$ cat src/rtl/pkt_stamp_pkg.sv
// Shared definitions for the packet timestamp latch: word map of the
// read port, control-word bit positions and receive filter modes.
package pkt_stamp_pkg;

    localparam int unsigned NUM_DIR = 2;
    localparam int unsigned DIR_TX  = 0;
    localparam int unsigned DIR_RX  = 1;

    typedef enum logic [2:0] {
        WA_CTRL  = 3'd0,
        WA_TX_LO = 3'd1,
        WA_TX_HI = 3'd2,
        WA_RX_LO = 3'd3,
        WA_RX_HI = 3'd4
    } word_addr_e;

    localparam int unsigned CB_TX_EN   = 0;
    localparam int unsigned CB_TX_VAL  = 1;
    localparam int unsigned CB_TX_MISS = 2;
    localparam int unsigned CB_RX_EN   = 4;
    localparam int unsigned CB_RX_VAL  = 5;
    localparam int unsigned CB_RX_MISS = 6;

    typedef enum logic [1:0] {
        RXF_ALL   = 2'd0,
        RXF_L2    = 2'd1,
        RXF_L4    = 2'd2,
        RXF_EVENT = 2'd3
    } rx_filter_e;

endpackage

$ cat src/rtl/stamp_rx_qual.sv
// Receive qualifier: decides whether a receive start-of-frame asks for a
// capture, given the filter mode and the classifier hit lines.
// Assumes the hit lines are valid in the same cycle as the strobe.
module stamp_rx_qual
    import pkt_stamp_pkg::*;
(
    input  logic       sof,
    input  logic [1:0] mode,
    input  logic       hit_l2,
    input  logic       hit_l4,
    output logic       req
);

    rx_filter_e mode_e;
    logic       pass;

    // Decode the filter mode into a pass decision.
    always_comb begin
        mode_e = rx_filter_e'(mode);
        case (mode_e)
            RXF_ALL:   pass = 1'b1;
            RXF_L2:    pass = hit_l2;
            RXF_L4:    pass = hit_l4;
            RXF_EVENT: pass = hit_l2 | hit_l4;
            default:   pass = 1'b0;
        endcase
    end

    // A capture is requested only on a start-of-frame that passes.
    assign req = sof & pass;

endmodule

$ cat src/rtl/stamp_slot.sv
// One capture slot: stores the time on a request when empty, then locks
// until released; requests while locked set a sticky missed flag.
// Assumes release and clr_missed are single-cycle read-side pulses.
module stamp_slot #(
    parameter int unsigned TIME_W = 64
) (
    input  logic              clk,
    input  logic              rst_n,
    input  logic              en,
    input  logic              req,
    input  logic [TIME_W-1:0] time_now,
    input  logic              release_i,
    input  logic              clr_missed,
    output logic              valid,
    output logic              missed,
    output logic [TIME_W-1:0] ts
);

    logic take;
    logic lost;

    assign take = en & req & ~valid;
    assign lost = en & req & valid;

    // Capture, lock and release of the slot.
    always_ff @(posedge clk) begin
        if (!rst_n) begin
            valid <= 1'b0;
            ts    <= '0;
        end else if (!en) begin
            valid <= 1'b0;
        end else if (take) begin
            valid <= 1'b1;
            ts    <= time_now;
        end else if (release_i) begin
            valid <= 1'b0;
        end
    end

    // Sticky record of captures dropped while locked.
    always_ff @(posedge clk) begin
        if (!rst_n || !en) begin
            missed <= 1'b0;
        end else if (lost) begin
            missed <= 1'b1;
        end else if (clr_missed) begin
            missed <= 1'b0;
        end
    end

    // an empty enabled slot captures the current time.
    a_r2_capture: assert property (@(posedge clk) disable iff (!rst_n)
        en && req && !valid |=> valid && ts == $past(time_now));

    // a locked slot keeps its stored time.
    a_r3_hold: assert property (@(posedge clk) disable iff (!rst_n)
        en && valid |=> ts == $past(ts));

    // a request against a locked slot marks a miss.
    a_r4_miss: assert property (@(posedge clk) disable iff (!rst_n)
        en && req && valid |=> missed);

    // releasing a locked slot empties it.
    a_r5_release: assert property (@(posedge clk) disable iff (!rst_n)
        en && valid && release_i |=> !valid);

    // a disabled slot holds no capture and no miss.
    a_r7_disable: assert property (@(posedge clk) disable iff (!rst_n)
        !en |=> !valid && !missed);

endmodule

$ cat src/rtl/stamp_rdport.sv
// Registered 32-bit read port: selects the addressed word and produces
// the release and missed-clear pulses that reads cause.
// Assumes the time value is exactly two data words wide.
module stamp_rdport
    import pkt_stamp_pkg::*;
#(
    parameter int unsigned DATA_W = 32,
    parameter int unsigned TIME_W = 64,
    parameter int unsigned ADDR_W = 3
) (
    input  logic              clk,
    input  logic              rst_n,
    input  logic              rd_en,
    input  logic [ADDR_W-1:0] rd_addr,
    input  logic [DATA_W-1:0] ctrl_word,
    input  logic [TIME_W-1:0] ts_tx,
    input  logic [TIME_W-1:0] ts_rx,
    output logic [DATA_W-1:0] rd_data,
    output logic              rel_tx,
    output logic              rel_rx,
    output logic              clr_missed
);

    localparam int unsigned HI_LSB = TIME_W - DATA_W;

    word_addr_e        addr_e;
    logic [DATA_W-1:0] word_sel;

    // Select the word that the address names.
    always_comb begin
        addr_e = word_addr_e'(rd_addr);
        case (addr_e)
            WA_CTRL:  word_sel = ctrl_word;
            WA_TX_LO: word_sel = ts_tx[DATA_W-1:0];
            WA_TX_HI: word_sel = ts_tx[TIME_W-1:HI_LSB];
            WA_RX_LO: word_sel = ts_rx[DATA_W-1:0];
            WA_RX_HI: word_sel = ts_rx[TIME_W-1:HI_LSB];
            default:  word_sel = '0;
        endcase
    end

    // Side effects of a read.
    assign rel_tx     = rd_en && (addr_e == WA_TX_HI);
    assign rel_rx     = rd_en && (addr_e == WA_RX_HI);
    assign clr_missed = rd_en && (addr_e == WA_CTRL);

    // Register the read data; hold it between reads.
    always_ff @(posedge clk) begin
        if (!rst_n) begin
            rd_data <= '0;
        end else if (rd_en) begin
            rd_data <= word_sel;
        end
    end

    // addresses past the map read as zero.
    a_r11_unmapped: assert property (@(posedge clk) disable iff (!rst_n)
        rd_en && rd_addr > ADDR_W'(WA_RX_HI) |=> rd_data == '0);

    // read data is stable when no read is issued.
    a_r6_hold: assert property (@(posedge clk) disable iff (!rst_n)
        !rd_en |=> $stable(rd_data));

endmodule

$ cat src/rtl/pkt_stamp_latch.sv
// Packet timestamp latch top: one transmit and one receive capture slot,
// receive filtering, and the register read port.
// Assumes strobes are single-cycle and synchronous to clk.
module pkt_stamp_latch
    import pkt_stamp_pkg::*;
#(
    parameter int unsigned TIME_W = 64,
    parameter int unsigned DATA_W = 32,
    parameter int unsigned ADDR_W = 3
) (
    input  logic              clk,
    input  logic              rst_n,
    input  logic [TIME_W-1:0] time_now,
    input  logic              tx_en,
    input  logic              tx_sof,
    input  logic              tx_stamp_req,
    input  logic              rx_en,
    input  logic              rx_sof,
    input  logic [1:0]        rx_mode,
    input  logic              rx_hit_l2,
    input  logic              rx_hit_l4,
    input  logic              rd_en,
    input  logic [ADDR_W-1:0] rd_addr,
    output logic [DATA_W-1:0] rd_data
);

    logic [NUM_DIR-1:0] slot_en;
    logic [NUM_DIR-1:0] slot_req;
    logic [NUM_DIR-1:0] slot_rel;
    logic [NUM_DIR-1:0] slot_valid;
    logic [NUM_DIR-1:0] slot_missed;
    logic [TIME_W-1:0]  slot_ts [NUM_DIR];
    logic               rx_req;
    logic               rel_tx;
    logic               rel_rx;
    logic               clr_missed;
    logic [DATA_W-1:0]  ctrl_word;

    // Receive frame qualification.
    stamp_rx_qual u_rx_qual (
        .sof    (rx_sof),
        .mode   (rx_mode),
        .hit_l2 (rx_hit_l2),
        .hit_l4 (rx_hit_l4),
        .req    (rx_req)
    );

    // Per-direction enables, requests and releases.
    assign slot_en[DIR_TX]  = tx_en;
    assign slot_en[DIR_RX]  = rx_en;
    assign slot_req[DIR_TX] = tx_sof & tx_stamp_req;
    assign slot_req[DIR_RX] = rx_req;
    assign slot_rel[DIR_TX] = rel_tx;
    assign slot_rel[DIR_RX] = rel_rx;

    for (genvar d = 0; d < NUM_DIR; d++) begin : g_slot
        stamp_slot #(.TIME_W(TIME_W)) u_slot (
            .clk        (clk),
            .rst_n      (rst_n),
            .en         (slot_en[d]),
            .req        (slot_req[d]),
            .time_now   (time_now),
            .release_i  (slot_rel[d]),
            .clr_missed (clr_missed),
            .valid      (slot_valid[d]),
            .missed     (slot_missed[d]),
            .ts         (slot_ts[d])
        );
    end

    // Assemble the control/status word.
    always_comb begin
        ctrl_word             = '0;
        ctrl_word[CB_TX_EN]   = tx_en;
        ctrl_word[CB_TX_VAL]  = slot_valid[DIR_TX];
        ctrl_word[CB_TX_MISS] = slot_missed[DIR_TX];
        ctrl_word[CB_RX_EN]   = rx_en;
        ctrl_word[CB_RX_VAL]  = slot_valid[DIR_RX];
        ctrl_word[CB_RX_MISS] = slot_missed[DIR_RX];
    end

    // Register read port.
    stamp_rdport #(
        .DATA_W (DATA_W),
        .TIME_W (TIME_W),
        .ADDR_W (ADDR_W)
    ) u_rdport (
        .clk        (clk),
        .rst_n      (rst_n),
        .rd_en      (rd_en),
        .rd_addr    (rd_addr),
        .ctrl_word  (ctrl_word),
        .ts_tx      (slot_ts[DIR_TX]),
        .ts_rx      (slot_ts[DIR_RX]),
        .rd_data    (rd_data),
        .rel_tx     (rel_tx),
        .rel_rx     (rel_rx),
        .clr_missed (clr_missed)
    );

    // a transmit strobe without a stamp request never fills an empty slot.
    a_r9_txqual: assert property (@(posedge clk) disable iff (!rst_n)
        tx_en && !slot_valid[DIR_TX] && !(tx_sof && tx_stamp_req)
        |=> !slot_valid[DIR_TX]);

    // in layer-2 mode a strobe without the layer-2 hit is not captured.
    a_r8_l2only: assert property (@(posedge clk) disable iff (!rst_n)
        rx_en && !slot_valid[DIR_RX] && rx_mode == 2'd1 && !rx_hit_l2
        |=> !slot_valid[DIR_RX]);

endmodule

$ cat config.mk
export PLATFORM = sky130hd
export DESIGN_NAME = pkt_stamp_latch
export DESIGN_NICKNAME = d
export VERILOG_FILES = /design/src/rtl/pkt_stamp_pkg.sv /design/src/rtl/stamp_rx_qual.sv /design/src/rtl/stamp_slot.sv /design/src/rtl/stamp_rdport.sv /design/src/rtl/pkt_stamp_latch.sv
export SDC_FILE = /design/constraint.sdc
export NUM_CORES = 1
export LEC_CHECK = 0
export ABC_AREA = 1
export BUFFER_PORTS_ARGS = -buffer_cell sky130_fd_sc_hd__buf_4
export CAP_MARGIN = 30
export CORE_UTILIZATION = 54
export CTS_CLUSTER_DIAMETER = 30
export DETAILED_ROUTE_END_ITERATION = 16
export GPL_TIMING_DRIVEN = 0
export PLACE_DENSITY = 0.75
export SETUP_SLACK_MARGIN = 0.05
export SLEW_MARGIN = 10
export SYNTH_ARGS = -nofsm -noshare
export SYNTH_HDL_FRONTEND = slang
export SYNTH_HIERARCHICAL = 1
export SYNTH_SLANG_ARGS = --single-unit
export TNS_END_PERCENT = 50
$ cat constraint.sdc
create_clock -name clk -period 1.4 [get_ports clk]
set_input_delay 0.07 -clock clk [delete_from_list [all_inputs] [get_ports clk]]
set_output_delay 0.07 -clock clk [all_outputs]
set_load 0.01 [all_outputs]
==> impl_metrics.csv <==
group,metric,value,unit
route,vias,8738,
power,seqPwrFrac,43.3,%
logic_synthesis,yosys_warnings,6,
critical_path,crit_arrival,1650,ps
finish,nNetsFinal,1622,
power,power.density,1080,nW/um2
logic_synthesis,synthXorXnorAreaFrac,0,%
grt,grt_pass1_vias,8155,
power,sw_frac_of_total,26.7,%
critical_path,worstPathMaxFanout,10,
finish,multi_input_area,3860,um2
clocking,postCtsSetupRepairBufs,0,
logic_synthesis,synthAdderAreaFrac,0,%
critical_path,r2r-end,"g_slot[0].u_slot/ts[62]$_SDFFE_PN0P_",
timing,period_share,91.7,%
clocking,cts_sinks,164,
power,power.leakage,5.54,nW
route,ant_nets,0,
logic_synthesis,postSynthCellCount,1324,
clocking,clockBufferDepth,2,
placed_design,port_buffers,107,
route,drt-pass1-iter-count,6,
die,rows,45,
power,intPower,0.00857,W
critical_path,worst-setup-path-type,"reg2reg",
clocking,cts-root-buf,"clkbuf_16",
die,die_area,16000,um2
timing,slew_violations,0,
route,drcViolationCount,0,
logic_synthesis,synth_top_family_by_area,"simple AND/OR/NAND/NOR gates",
logic_synthesis,synth_cell_types,25,
clocking,h-tree-depth,4,
grt,grt_pass1_wl,41.2,mm
critical_path,required,1770,ps
route,wl,26.4,mm
finish,synthToLayoutAreaGrowth,29.1,%
timing,finalHoldViolCount,0,
timing,setup_violations,0,
critical_path,start_kind,"register",
route,drtIter0Drc,988,
min_path,hold_depth,5,
logic_synthesis,ys_seq_elements,164,
min_path,hold_class,"in2reg",
die,ios,111,
timing,fin_ws,116,ps
placed_design,gp_congestion,0.916,
logic_synthesis,muxShareOfSynthArea,0,%
logic_synthesis,synth_compound_area_share,4.20,%
finish,num-fill-cells,1320,
finish,diodes,0,
logic_synthesis,synth_area,8380,um2
placed_design,dp_slack,-109,ps
die,start_util,55.3,%
critical_path,r2r_cells,6,
logic_synthesis,yosysSeqAreaShare,39.2,%
grt,grt_max_degree,17,
clocking,clock_latency,430,ps
critical_path,reg2reg_from,"g_slot[0].u_slot/valid$_SDFFE_PN0P_",
timing,worst_pin_slew,672,ps
die,die_x,127,um
grt,antenna_found_initial,0,
power,clkPwrFrac,42.1,%
min_path,min_from,"tx_stamp_req",
route,avgViaCountPerCell,5.01,
critical_path,end_kind,"register",
power,power_frac_comb,14.7,%
clocking,cts_tree,"built",
timing,rsz0062_at_grt,"false",
route,wl_per_cell,15.1,um
status,status,"finished clean",
power,p_sw,0.00311,W
die,fp.dieH,127,um
die,core,15100,um2
job,cap_violations,0,
clocking,cts_inserted_buffers,17,
finish,finish.utilization,71.4,%
min_path,whs_endpoint,"g_slot[0].u_slot/missed$_SDFFE_PN0P_",
timing,finClkSkew,6.42,ps
timing,slew_headroom,55.2,%
logic_synthesis,syn_area_per_cell,6.33,um2
timing,fmax,779,MHz
critical_path,reg2reg_slack,120,ps
power,vdd_drop_max,0.840,mV
grt,overflow,0,
timing,fin_crit,1280,ps
placed_design,dpl.hpwl,18.1,mm
finish,drive_above_1_share,15.5,%
logic_synthesis,synth_simple_gate_area_share,40.7,%
grt,grt_use_total,33.7,%
finish,seqCellArea,3280,um2
clocking,clk_pin_slew,70,ps
## per-layer routing
| layer | global-route usage [%] | routed length (um) | vias to the layer above |
|---|---|---|---|
| met4 | 14.3 | 713 | 0 |
| met5 | 0 | 0 | - |
| met2 | 53.6 | 11700 | 425 |
| met3 | 6.33 | 2600 | 71 |
| li1 | - | - | 4420 |
| met1 | 44.7 | 11300 | 3822 |
## worst max-delay path: stages (launching register included)
cell and delay [ps]:
dfxtp_1 400, inv_1 80, nand3_2 90, buf_6 190, buf_2 270, nor2_1 80, nor2_1 100
## Yosys cell counts (all sizes together)
cell    instances  area, um2
nand2         367       1380
nor2          297       1130
inv           189        712
dfxtp         164       3280
nand3          84        483
buf            78        573
nand4          63        394
a21oi          36        203
o21ai          29        149
clkbuf         11       41.3
nor4            2       12.5
or2             2       12.5
clkinv          1       3.75
conb            1       3.75
## how the worst max path moves through the flow
stage / cells past startpoint / slack (ps) / from / end
6_report: 6 / 120 / g_slot[0].u_slot/valid$_SDFFE_PN0P_ / g_slot[0].u_slot/ts[62]$_SDFFE_PN0P_
2_1_floorplan: 7 / 300 / rd_addr[1] / g_slot[0].u_slot/missed$_SDFFE_PN0P_
3_3_place_gp: 7 / -80 / rd_addr[1] / u_rdport/rd_data[10]$_SDFFE_PN0P_
5_1_grt: 6 / 50 / g_slot[0].u_slot/valid$_SDFFE_PN0P_ / g_slot[0].u_slot/ts[60]$_SDFFE_PN0P_
4_1_cts: 6 / 150 / g_slot[0].u_slot/valid$_SDFFE_PN0P_ / g_slot[0].u_slot/ts[32]$_SDFFE_PN0P_
3_5_place_dp: 7 / -110 / rd_addr[2] / u_rdport/rd_data[11]$_SDFFE_PN0P_
## timing repair
| action | CTS | global route |
|---|---|---|
| hold buffers | 68 | 0 |
| resized for setup | 0 | 1 |
| endpoints found under the hold margin | 135 | 0 |
| endpoints found under the setup margin | 0 | 1 |
## stage by stage
step	hold slack [ps]	TNS, ps	power, W	area [um2]	instances
after floorplan	205	0	0.00607	8470	1349
after global placement	303	-509	0.00663	9510	1644
after detailed placement	310	-834	0.00665	9510	1644
after CTS	28.8	0	0.0117	10800	1744
after global routing	77.5	0	0.0121	10800	1744
final	52.6	0	0.0117	10800	1744
## power groups by stage
stage	Sequential, W	Combinational [W]	Clock, W
global placement	0.00515	0.00148	0
CTS	0.00505	0.00167	0.00495
detailed placement	0.00515	0.00150	0
floorplan	0.00513	0.000944	0
finish	0.00506	0.00171	0.00491
global route	0.00508	0.00188	0.00512
## registers in the layout, summed over array words and instances (netlist names)
| register | flops |
|---|---|
| g_slot.u_slot/valid | 2 |
| u_rdport/rd_data | 32 |
| g_slot.u_slot/ts | 128 |
| g_slot.u_slot/missed | 2 |
## logic make-up (layout without fill, tap and decap cells)
kind of cell,count (synthesis),count (layout)
and+or+nand+nor,815,815
buffers and inverters,279,486
AOI/OAI and AO/OA,65,65
other,1,26
DFF,164,164
## layout by cell type, fill, tap and decap left out
master / netlist / layout
buf_8: 1 / 1
buf_6: 24 / 24
nand3_1: 73 / 73
clkbuf_1: 11 / 11
nor4_1: 2 / 2
conb_1: 1 / 26
clkinv_1: 1 / 1
clkbuf_4: 0 / 1
nand3_2: 10 / 10
inv_6: 0 / 1
inv_2: 2 / 2
nand2_1: 367 / 367
a21oi_1: 30 / 30
inv_4: 1 / 1
buf_4: 9 / 116
buf_2: 44 / 43
o21ai_0: 12 / 12
clkbuf_16: 0 / 17
dfxtp_1: 164 / 164
clkbuf_8: 0 / 3
bufinv_16: 0 / 3
clkinv_4: 0 / 3
nand3_4: 1 / 1
or2_2: 2 / 2
nor2_1: 296 / 296
nor2_8: 1 / 1
a21oi_2: 6 / 6
clkinv_2: 0 / 4
dlygate4sd3_1: 0 / 68
clkinvlp_4: 0 / 1
nand4_1: 63 / 63
inv_1: 186 / 186
o21ai_1: 16 / 16
o21ai_2: 1 / 1
## final cells by class
class / instances / share of cell area, %
inverter: 190 / 6.62
clock inverter: 12 / 1.41
timing repair buffer: 175 / 13.7
tap: 188 / 2.18
buffer: 89 / 5.70
multi-input combinational: 906 / 35.7
sequential: 164 / 30.4
clock buffer: 20 / 4.32
No activity file was read; power rests on OpenSTA's default activity.
